===== config.mk =====
export PLATFORM = sky130hd
export DESIGN_NAME = ecc_page_report
export DESIGN_NICKNAME = d
export VERILOG_FILES = /design/src/rtl/ecc_report_pkg.sv /design/src/rtl/ecc_cnt_sat.sv /design/src/rtl/ecc_pkt_merge.sv /design/src/rtl/ecc_pkt_tracker.sv /design/src/rtl/ecc_page_report.sv
export SDC_FILE = /design/constraint.sdc
export NUM_CORES = 1
export LEC_CHECK = 0
export ABC_AREA = 0
export CAP_MARGIN = 15
export CORE_AREA = 2 2 78 80
export CTS_CLUSTER_SIZE = 10
export DETAILED_ROUTE_END_ITERATION = 16
export DIE_AREA = 0 0 80 82
export DONT_BUFFER_PORTS = 1
export HOLD_SLACK_MARGIN = 0.06
export PLACE_DENSITY = 0.42
export SETUP_SLACK_MARGIN = 0.4
export SLEW_MARGIN = 5
export SYNTH_ARGS = -nofsm -noshare
export SYNTH_HDL_FRONTEND = slang
export SYNTH_SLANG_ARGS = --single-unit

===== constraint.sdc =====
create_clock -name clk -period 2.53 [get_ports clk]
set_clock_uncertainty 0.2 [all_clocks]
set_input_delay 0.253 -clock clk [delete_from_list [all_inputs] [get_ports clk]]
set_output_delay 0.253 -clock clk [all_outputs]
set_load 0.02 [all_outputs]

===== src/rtl/ecc_report_pkg.sv =====
package ecc_report_pkg;

    localparam int REP_W       = 32;
    localparam int CNT_W       = 6;
    localparam int CNT_MAX     = (1 << CNT_W) - 1;
    localparam int P0_CNT_LSB  = 0;
    localparam int P0_OK_BIT   = 7;
    localparam int PN_CNT_LSB  = 8;
    localparam int PN_OK_BIT   = 15;
    localparam int ERASED_BIT  = 16;

    typedef struct packed {
        logic [CNT_W-1:0] p0_cnt;
        logic             p0_ok;
        logic [CNT_W-1:0] pn_cnt;
        logic             pn_ok;
    } report_t;

    localparam report_t REPORT_CLEAR = '{p0_cnt: '0, p0_ok: 1'b0, pn_cnt: '0, pn_ok: 1'b1};

    function automatic logic [REP_W-1:0] to_word(input report_t r);
        logic [REP_W-1:0] w;
        w = '0;
        w[P0_CNT_LSB +: CNT_W] = r.p0_cnt;
        w[P0_OK_BIT]           = r.p0_ok;
        w[PN_CNT_LSB +: CNT_W] = r.pn_cnt;
        w[PN_OK_BIT]           = r.pn_ok;
        return w;
    endfunction

endpackage


===== src/rtl/ecc_cnt_sat.sv =====
module ecc_cnt_sat
    import ecc_report_pkg::*;
#(
    parameter int IN_W = 8
) (
    input  logic [IN_W-1:0]  cnt_i,
    output logic [CNT_W-1:0] cnt_o
);

    generate
        if (IN_W > CNT_W) begin : g_clip
            always_comb begin
                if (cnt_i > IN_W'(CNT_MAX)) begin
                    cnt_o = CNT_W'(CNT_MAX);
                end else begin
                    cnt_o = cnt_i[CNT_W-1:0];
                end
            end
        end else begin : g_pass
            always_comb begin
                cnt_o = CNT_W'(cnt_i);
            end
        end
    endgenerate

endmodule


===== src/rtl/ecc_pkt_merge.sv =====
module ecc_pkt_merge
    import ecc_report_pkg::*;
(
    input  report_t          cur_i,
    input  logic             take_i,
    input  logic             first_i,
    input  logic [CNT_W-1:0] cnt_i,
    input  logic             ok_i,
    output report_t          nxt_o
);

    always_comb begin
        nxt_o = cur_i;
        if (take_i) begin
            if (first_i) begin
                nxt_o.p0_cnt = cnt_i;
                nxt_o.p0_ok  = ok_i;
            end else begin
                if (cnt_i > cur_i.pn_cnt) begin
                    nxt_o.pn_cnt = cnt_i;
                end
                nxt_o.pn_ok = cur_i.pn_ok & ok_i;
            end
        end
    end

endmodule


===== src/rtl/ecc_pkt_tracker.sv =====
module ecc_pkt_tracker #(
    parameter int NPKT_W = 5
) (
    input  logic              clk,
    input  logic              rst_n,
    input  logic              start_i,
    input  logic [NPKT_W-1:0] total_i,
    input  logic              valid_i,
    output logic              take_o,
    output logic              busy_o,
    output logic              done_o
);

    typedef struct packed {
        logic              busy;
        logic              done;
        logic [NPKT_W-1:0] seen;
        logic [NPKT_W-1:0] total;
    } trk_t;

    trk_t trk_d, trk_q;
    logic [NPKT_W-1:0] seen_inc;

    assign take_o   = trk_q.busy & valid_i & ~start_i;
    assign seen_inc = trk_q.seen + NPKT_W'(1);

    always_comb begin
        trk_d      = trk_q;
        trk_d.done = 1'b0;
        if (start_i) begin
            trk_d.seen  = '0;
            trk_d.total = total_i;
            trk_d.busy  = (total_i != '0);
            trk_d.done  = (total_i == '0);
        end else if (take_o) begin
            trk_d.seen = seen_inc;
            if (seen_inc == trk_q.total) begin
                trk_d.busy = 1'b0;
                trk_d.done = 1'b1;
            end
        end
    end

    always_ff @(posedge clk or negedge rst_n) begin
        if (!rst_n) begin
            trk_q <= '0;
        end else begin
            trk_q <= trk_d;
        end
    end

    assign busy_o = trk_q.busy;
    assign done_o = trk_q.done;

endmodule


===== src/rtl/ecc_page_report.sv =====
module ecc_page_report
    import ecc_report_pkg::*;
#(
    parameter int CNT_IN_W = 8,
    parameter int IDX_W    = 4,
    parameter int NPKT_W   = 5
) (
    input  logic              clk,
    input  logic              rst_n,
    input  logic              page_start,
    input  logic [NPKT_W-1:0] page_pkts,
    input  logic              res_valid,
    input  logic [IDX_W-1:0]  res_idx,
    input  logic [CNT_IN_W-1:0] res_count,
    input  logic              res_ok,
    input  logic              page_erased,
    output logic [REP_W-1:0]  err_report,
    output logic [REP_W-1:0]  xfer_status,
    output logic              done
);

    typedef struct packed {
        report_t rep;
        logic    erased;
    } state_t;

    state_t st_d, st_q;

    logic             take;
    logic             busy;
    logic [CNT_W-1:0] sat_cnt;
    report_t          merged;

    ecc_pkt_tracker #(.NPKT_W(NPKT_W)) u_trk (
        .clk     (clk),
        .rst_n   (rst_n),
        .start_i (page_start),
        .total_i (page_pkts),
        .valid_i (res_valid),
        .take_o  (take),
        .busy_o  (busy),
        .done_o  (done)
    );

    ecc_cnt_sat #(.IN_W(CNT_IN_W)) u_sat (
        .cnt_i (res_count),
        .cnt_o (sat_cnt)
    );

    ecc_pkt_merge u_merge (
        .cur_i   (st_q.rep),
        .take_i  (take),
        .first_i (res_idx == '0),
        .cnt_i   (sat_cnt),
        .ok_i    (res_ok),
        .nxt_o   (merged)
    );

    always_comb begin
        st_d = st_q;
        if (page_start) begin
            st_d.rep    = REPORT_CLEAR;
            st_d.erased = 1'b0;
        end else begin
            st_d.rep = merged;
            if (busy && page_erased) begin
                st_d.erased = 1'b1;
            end
        end
    end

    always_ff @(posedge clk or negedge rst_n) begin
        if (!rst_n) begin
            st_q.rep    <= REPORT_CLEAR;
            st_q.erased <= 1'b0;
        end else begin
            st_q <= st_d;
        end
    end

    always_comb begin
        err_report             = to_word(st_q.rep);
        xfer_status            = '0;
        xfer_status[ERASED_BIT] = st_q.erased;
    end

endmodule


==> results of run 1 <==
-- logic make-up (layout without fill, tap and decap cells) --
logic type | after synthesis | after routing | synth area share (%)
xor gates and xnor gates | 7 | 7 | 3.38
other | 1 | 49 | 0.207
buffers and inverters | 61 | 45 | 23.4
DFF | 27 | 27 | 37.3
and+or+nand+nor | 52 | 52 | 15.5
adders and majority gates | 7 | 7 | 4.82
AOI/OAI and AO/OA | 23 | 23 | 10.1
muxes | 9 | 9 | 5.31
-- registers in the layout (all words and copies together), names as in the netlist --
name          count
u_trk.trk_q      10
err_report       14
u_trk.busy_o      1
u_trk.done_o      1
xfer_status       1
-- what timing repair did --
action,in CTS,in global routing
gates cloned,0,1
setup buffers,1,4
endpoints found under the hold margin,54,13
hold buffers,22,4
pin swaps,1,4
setup endpoints to repair,6,11
resized for setup,3,4
-- metal layers --
layer,track usage [%],vias to the layer above,part of all wire (%)
met4,4.41,0,0.93
met3,2.97,2,8.6
met5,0,-,0
met2,19.3,61,52
li1,-,595,-
met1,13.5,581,39
-- stage by stage --
stage / cell area, um^2 / hold slack (ns) / setup WS (ns)
5_1_grt: 2170 / -0.183 / 0.307
2_1_floorplan: 2060 / -0.243 / 0.349
3_3_place_gp: 1780 / -0.242 / 0.213
6_report: 2170 / -0.166 / 0.391
3_5_place_dp: 1780 / -0.242 / 0.155
4_1_cts: 2080 / -0.183 / 0.337
-- cell type report --
class | instances | area, um^2
multi-input cells | 147 | 963
well taps | 75 | 93.8
clock buffers | 3 | 41.3
inverters | 7 | 26.3
repair buffers | 34 | 358
fillers | 579 | 3570
flip-flops and latches | 27 | 682
clock inverters | 1 | 7.51
-- worst reg2reg max path, stage by stage, from the launching register on --
cell,delay (ns)
dfrtp_2,0.45
inv_1,0.07
ha_1,0.27
nand4_1,0.12
o21bai_4,0.20
a311oi_4,0.32
buf_12,0.16
mux2i_1,0.18
nor2_1,0.06
-- worst min path at each step --
stage	endpoint	slack [ns]
floorplan	err_report[0]$_DFFE_PN0P_	-0.24
global placement	u_trk.done_o$_DFF_PN0_	-0.24
detailed placement	u_trk.done_o$_DFF_PN0_	-0.24
CTS	err_report[11]$_DFFE_PN0P_	-0.18
global route	err_report[12]$_DFFE_PN0P_	-0.18
finish	err_report[12]$_DFFE_PN0P_	-0.17
-- Yosys cell counts (5+ instances only) --
cell type / instances
a211oi_1: 6
nor2_1: 21
mux2_2: 5
dfrtp_1: 26
inv_1: 7
ha_1: 7
or3_1: 5
nor3_1: 6
buf_4: 52
-- power by group through the flow --
stage	clock [mW]	combinational, mW	sequential (mW)
CTS	0.275	0.251	0.499
detailed placement	0	0.201	0.507
global placement	0	0.197	0.506
floorplan	0	0.238	0.503
global route	0.290	0.300	0.501
finish	0.255	0.267	0.497
==> out/metrics.cfg, run 1 <==
[critical_path]
crit_start=err_report[10]$_DFFE_PN0P_
crit_cells=8
r2r_setup_slack_ns=0.39
worstPathCellList=inv_1, ha_1, nand4_1, o21bai_4, a311oi_4, buf_12, mux2i_1, nor2_1
cp_top_family=compound AO/OA/AOI/OAI gates
worst-setup-path-type=reg -> reg
cp_max_fo=5
crit_buf_inv=2
cp-end-kind=register
reg2regPathDepth=8
startpoint_type=register
worstPathArrival_ns=2.11
max_stage_delay_ns=0.45
cp_slowest_cell=dfrtp_2
required_ns=2.50
endpoint=err_report[12]$_DFFE_PN0P_
timing.rr.start=err_report[10]$_DFFE_PN0P_
rr_endpoint=err_report[12]$_DFFE_PN0P_

[clock_network]
tritoncts=built
cts_buffer_depth=2
clkSlewWorstSetupHoldPaths_ns=0.10
clock_sinks=27
root_buffer=clkbuf_8
insertion_delay_ns=0.27
cts_buffers=3
cts.htree.levels=1

[routing]
drtPass1Iterations=4
ant_nets=0
drt_iter0_markers=47
drc=0
wirelength_um=3650
wire_per_inst_um=12.4
avgViaCountPerCell=4.21
vias=1239

[placement]
portBuffers=0
place_congestion=0.755
dp_hpwl_um=2700
dp_cells=259

[synth]
synth.ff_latch_count=27
synthFlopType=dfrtp_1
yosysWarnings=0
synth_top_area_share_pct=35.8
post-synth-top-area-cell=dfrtp_1
netlist_instances=187
syn_area_mm2=0.00182
synth_edf_count=0
synth_area_per_cell_um2=9.71
yosysSeqAreaShare_pct=37.3
async_flop_share_pct=100
ys_types=38
synthTopCellsByArea=dfrtp_1 36%, buf_4 22%, ha_1 4.8%, nor2_1 4.3%, mux2_2 3.1%

[global_routing]
antenna_found_initial=0
grt_max_degree=28
grt_pass1_wl_um=5730
grt-ovfl-total=0
gr-usage-all-layers_pct=11.3
grt_pass1_vias=1164

[run_status]
violations=hold timing
status=complete, but fails checks

[layout]
final_common_cell=conb_1
syn2layout_area_growth_pct=19.6
drive_gt1_share_pct=19.2
fin_cells=294
fin_nets=250
final_util_pct=37.8
antenna_cells=0
mostFrequentLayoutCells=49 x conb_1, 24 x dlygate4sd3_1, 22 x dfrtp_1, 19 x nor2_1, 7 x buf_4

[timing]
finalSetupTns_ns=0
min_period_ns=2.14
timing.final.crit_share_pct=84.5
holdWs_ns=-0.166
setup_violations=0
hold_viol_final=8
grt_setup_unrepaired=yes
max_freq_mhz=468
final_max_slew_viol_count=0

[floorplan]
die_w_um=80
row_count=28
ioPinCount=88
fp.dieArea_mm2=0.00656
initial_core_util_pct=31.6
design.core.area_mm2=0.00575
die_height_um=82

[hold_path]
min-delay-start=page_start
hold_class=in -> reg
hold_depth=1

[power_and_ir_drop]
vdd_drop_max_uv=180
intPower_mw=0.686
power_leakage_nw=0.979
pwr-share-comb_pct=26.2
finalPower_mw=1.02
p_switching_mw=0.333
pwr-share-clk_pct=25.1
pwr-share-seq_pct=48.7
pwr_density_cell_mw_per_mm2=469
switching_share_pct=32.7

[job]
cap_violations=0

Power figures use the tool's default switching activity.
==> run 2, diff against run 1 <==
--- a/config.mk
+++ b/config.mk
@@ -5,15 +5,15 @@
 export SDC_FILE = /design/constraint.sdc
 export NUM_CORES = 1
 export LEC_CHECK = 0
-export ABC_AREA = 0
+export ABC_AREA = 1
 export CAP_MARGIN = 15
-export CORE_AREA = 2 2 78 80
+export CORE_AREA = 2 2 79 81
 export CTS_CLUSTER_SIZE = 10
 export DETAILED_ROUTE_END_ITERATION = 16
-export DIE_AREA = 0 0 80 82
+export DIE_AREA = 0 0 81 83
 export DONT_BUFFER_PORTS = 1
 export HOLD_SLACK_MARGIN = 0.06
-export PLACE_DENSITY = 0.42
+export PLACE_DENSITY = 0.41
 export SETUP_SLACK_MARGIN = 0.4
 export SLEW_MARGIN = 5
 export SYNTH_ARGS = -nofsm -noshare
==> constraint.sdc (replaced) <==
create_clock -name clk -period 2.12 [get_ports clk]
set_clock_uncertainty 0.2 [all_clocks]
set_input_delay 0.212 -clock clk [delete_from_list [all_inputs] [get_ports clk]]
set_output_delay 0.212 -clock clk [all_outputs]
set_load 0.02 [all_outputs]
==> out/metrics.cfg, run 2 <==
[timing]
setup_violations=0
hold_viol_final=0
grt_setup_unrepaired=yes
max_freq_mhz=565
final_max_slew_viol_count=0
finalSetupTns_ns=0
timing.final.crit_share_pct=83.5
min_period_ns=1.77
holdWs_ns=0.0594

[floorplan]
fp.dieArea_mm2=0.00672
row_count=28
design.core.area_mm2=0.00582
initial_core_util_pct=32.0
die_height_um=83
ioPinCount=88
die_w_um=81

[routing]
ant_nets=0
vias=1396
drc=0
drt_iter0_markers=30
wirelength_um=3940
drtPass1Iterations=4
wire_per_inst_um=11.7
avgViaCountPerCell=4.15

[synth]
synthSimpleGateAreaFrac_pct=20.9
synth.ff_latch_count=27
synth_xor_area_share_pct=0
synthFlopType=dfrtp_1
synth_fa_ha_area_share_pct=4.71
async_flop_share_pct=100
netlist_instances=230
ys_types=27
yosysWarnings=0
yosysSeqAreaShare_pct=36.4
post-synth-top-area-cell=dfrtp_1
synth_common_cells=49 x buf_4, 34 x nand2_1, 26 x dfrtp_1, 25 x inv_1, 18 x nand3_1
synth.most_common_cell=buf_4
syn_area_mm2=0.00186
synth_edf_count=0
synth_mux_area_share_pct=0.606
synthTopCellsByArea=dfrtp_1 35%, buf_4 20%, nand2_1 6.9%, inv_1 5.0%, nand3_1 4.8%
synth_compound_area_share_pct=10.4
synth_top_family_by_area=buffers and inverters
synth_area_per_cell_um2=8.08
synth_top_area_share_pct=35.0

[global_routing]
grt_max_degree=28
gr-usage-all-layers_pct=12.8
grt_pass1_vias=1374
grt-ovfl-total=0
antenna_found_initial=0
grt_pass1_wl_um=6750

[layout]
final_util_pct=38.4
antenna_cells=0
drive_gt1_share_pct=25.3
final_common_cell=conb_1
fin_area_mm2=0.00223
largest_register_ffs=14
fin_nets=292
syn2layout_area_growth_pct=20.0
mostFrequentLayoutCells=49 x conb_1, 32 x nand2_1, 25 x dfrtp_1, 21 x inv_1

[placement]
portBuffers=0
dp_hpwl_um=2780
place_area_mm2=0.00185
place_congestion=0.740

[critical_path]
cp_top_family=flip-flops
cp-end-kind=register
startpoint_type=register
max_stage_delay_ns=0.39
crit_buf_inv=3
cp_slowest_cell=dfrtp_1
worst-setup-path-type=reg -> reg
required_ns=2.14
worstPathCellList=inv_1, ha_4, nand2_4, nor2_4, buf_4, a31oi_2, nand2_2, buf_6, o21ai_2
worstPathArrival_ns=1.79
cp_max_fo=5

[clock_network]
insertion_delay_ns=0.28
root_buffer=clkbuf_8
cts_buffers=3
clock_sinks=27
clkSlewWorstSetupHoldPaths_ns=0.11
tritoncts=built
cts_buffer_depth=2
cts.htree.levels=1

[job]
cap_violations=0

[power_and_ir_drop]
power_leakage_nw=1.08
pwr_density_cell_mw_per_mm2=584
finalPower_mw=1.30
vdd_drop_max_uv=269

[hold_path]
hold_class=in -> reg

[run_status]
status=finished, final reports clean

run 2: routing by layer:
metal	GRT usage, %	wire [um]	vias to the layer above
met5	0	0	-
li1	-	-	705
met4	2.77	34	0
met3	2.50	272	2
met2	20.4	1830	69
met1	17.7	1810	620
run 2: what timing repair did:
| action | in CTS | in global routing |
|---|---|---|
| pin swaps | 10 | 14 |
| gates resized for setup | 8 | 12 |
| hold buffers | 16 | 0 |
| setup endpoints to repair | 8 | 15 |
| hold endpoints to repair | 50 | 0 |
| setup buffers | 2 | 7 |
| cloned | 1 | 0 |
run 2: worst register-to-register path: stages (launching register included):
cell and delay (ns):
dfrtp_1 0.39, inv_1 0.09, ha_4 0.20, nand2_4 0.07
nor2_4 0.04, buf_4 0.12, a31oi_2 0.24, nand2_2 0.09
buf_6 0.15, o21ai_2 0.11
run 2: cells by family (layout without fill, tap and decap cells):
kind of cell | Yosys count | in the layout
simple gates | 81 | 82
fa+ha+maj | 7 | 7
compound gates | 32 | 32
other cells | 1 | 49
flops | 27 | 27
mux | 1 | 1
buf+inv | 81 | 63
run 2: area by class of cell:
cell class | count | area [um^2]
clock buffers | 3 | 41.3
clock inverters | 1 | 5.00
fillers | 615 | 3580
inverters | 27 | 101
multi-input cells | 171 | 1010
flip-flops and latches | 27 | 678
well taps | 75 | 93.8
repair buffers | 32 | 297
run 2: through the flow:
stage | std cells | worst slack [ns]
global placement | 306 | 0.0686
floorplan | 278 | 0.248
detailed placement | 306 | 0.0484
CTS | 329 | 0.349
finish | 336 | 0.351
global route | 336 | 0.234
run 2: worst paths after layout:
| kind | from | endpoint | slack (ns) | cells past startpoint |
|---|---|---|---|---|
| max in group asynchronous | rst_n | err_report[15]$_DFFE_PN1P_ | 1.33 | 2 |
| worst max-delay path | err_report[10]$_DFFE_PN0P_ | err_report[9]$_DFFE_PN0P_ | 0.35 | 9 |
| min in group asynchronous | rst_n | err_report[0]$_DFFE_PN0P_ | 0.16 | 2 |
| worst max register to register | err_report[10]$_DFFE_PN0P_ | err_report[9]$_DFFE_PN0P_ | 0.35 | 9 |
| worst min-delay path | res_count[3] | err_report[11]$_DFFE_PN0P_ | 0.06 | 3 |
| worst min register to register | err_report[15]$_DFFE_PN1P_ | err_report[15]$_DFFE_PN1P_ | 0.34 | 2 |
run 2: power by group:
| part | internal, mW | switching, mW | total, mW | leakage [nW] |
|---|---|---|---|---|
| Clock | 0.132 | 0.177 | 0.309 | 0.0255 |
| Sequential | 0.558 | 0.0539 | 0.612 | 0.342 |
| Combinational | 0.140 | 0.242 | 0.382 | 0.712 |
| Total | 0.830 | 0.473 | 1.30 | 1.08 |
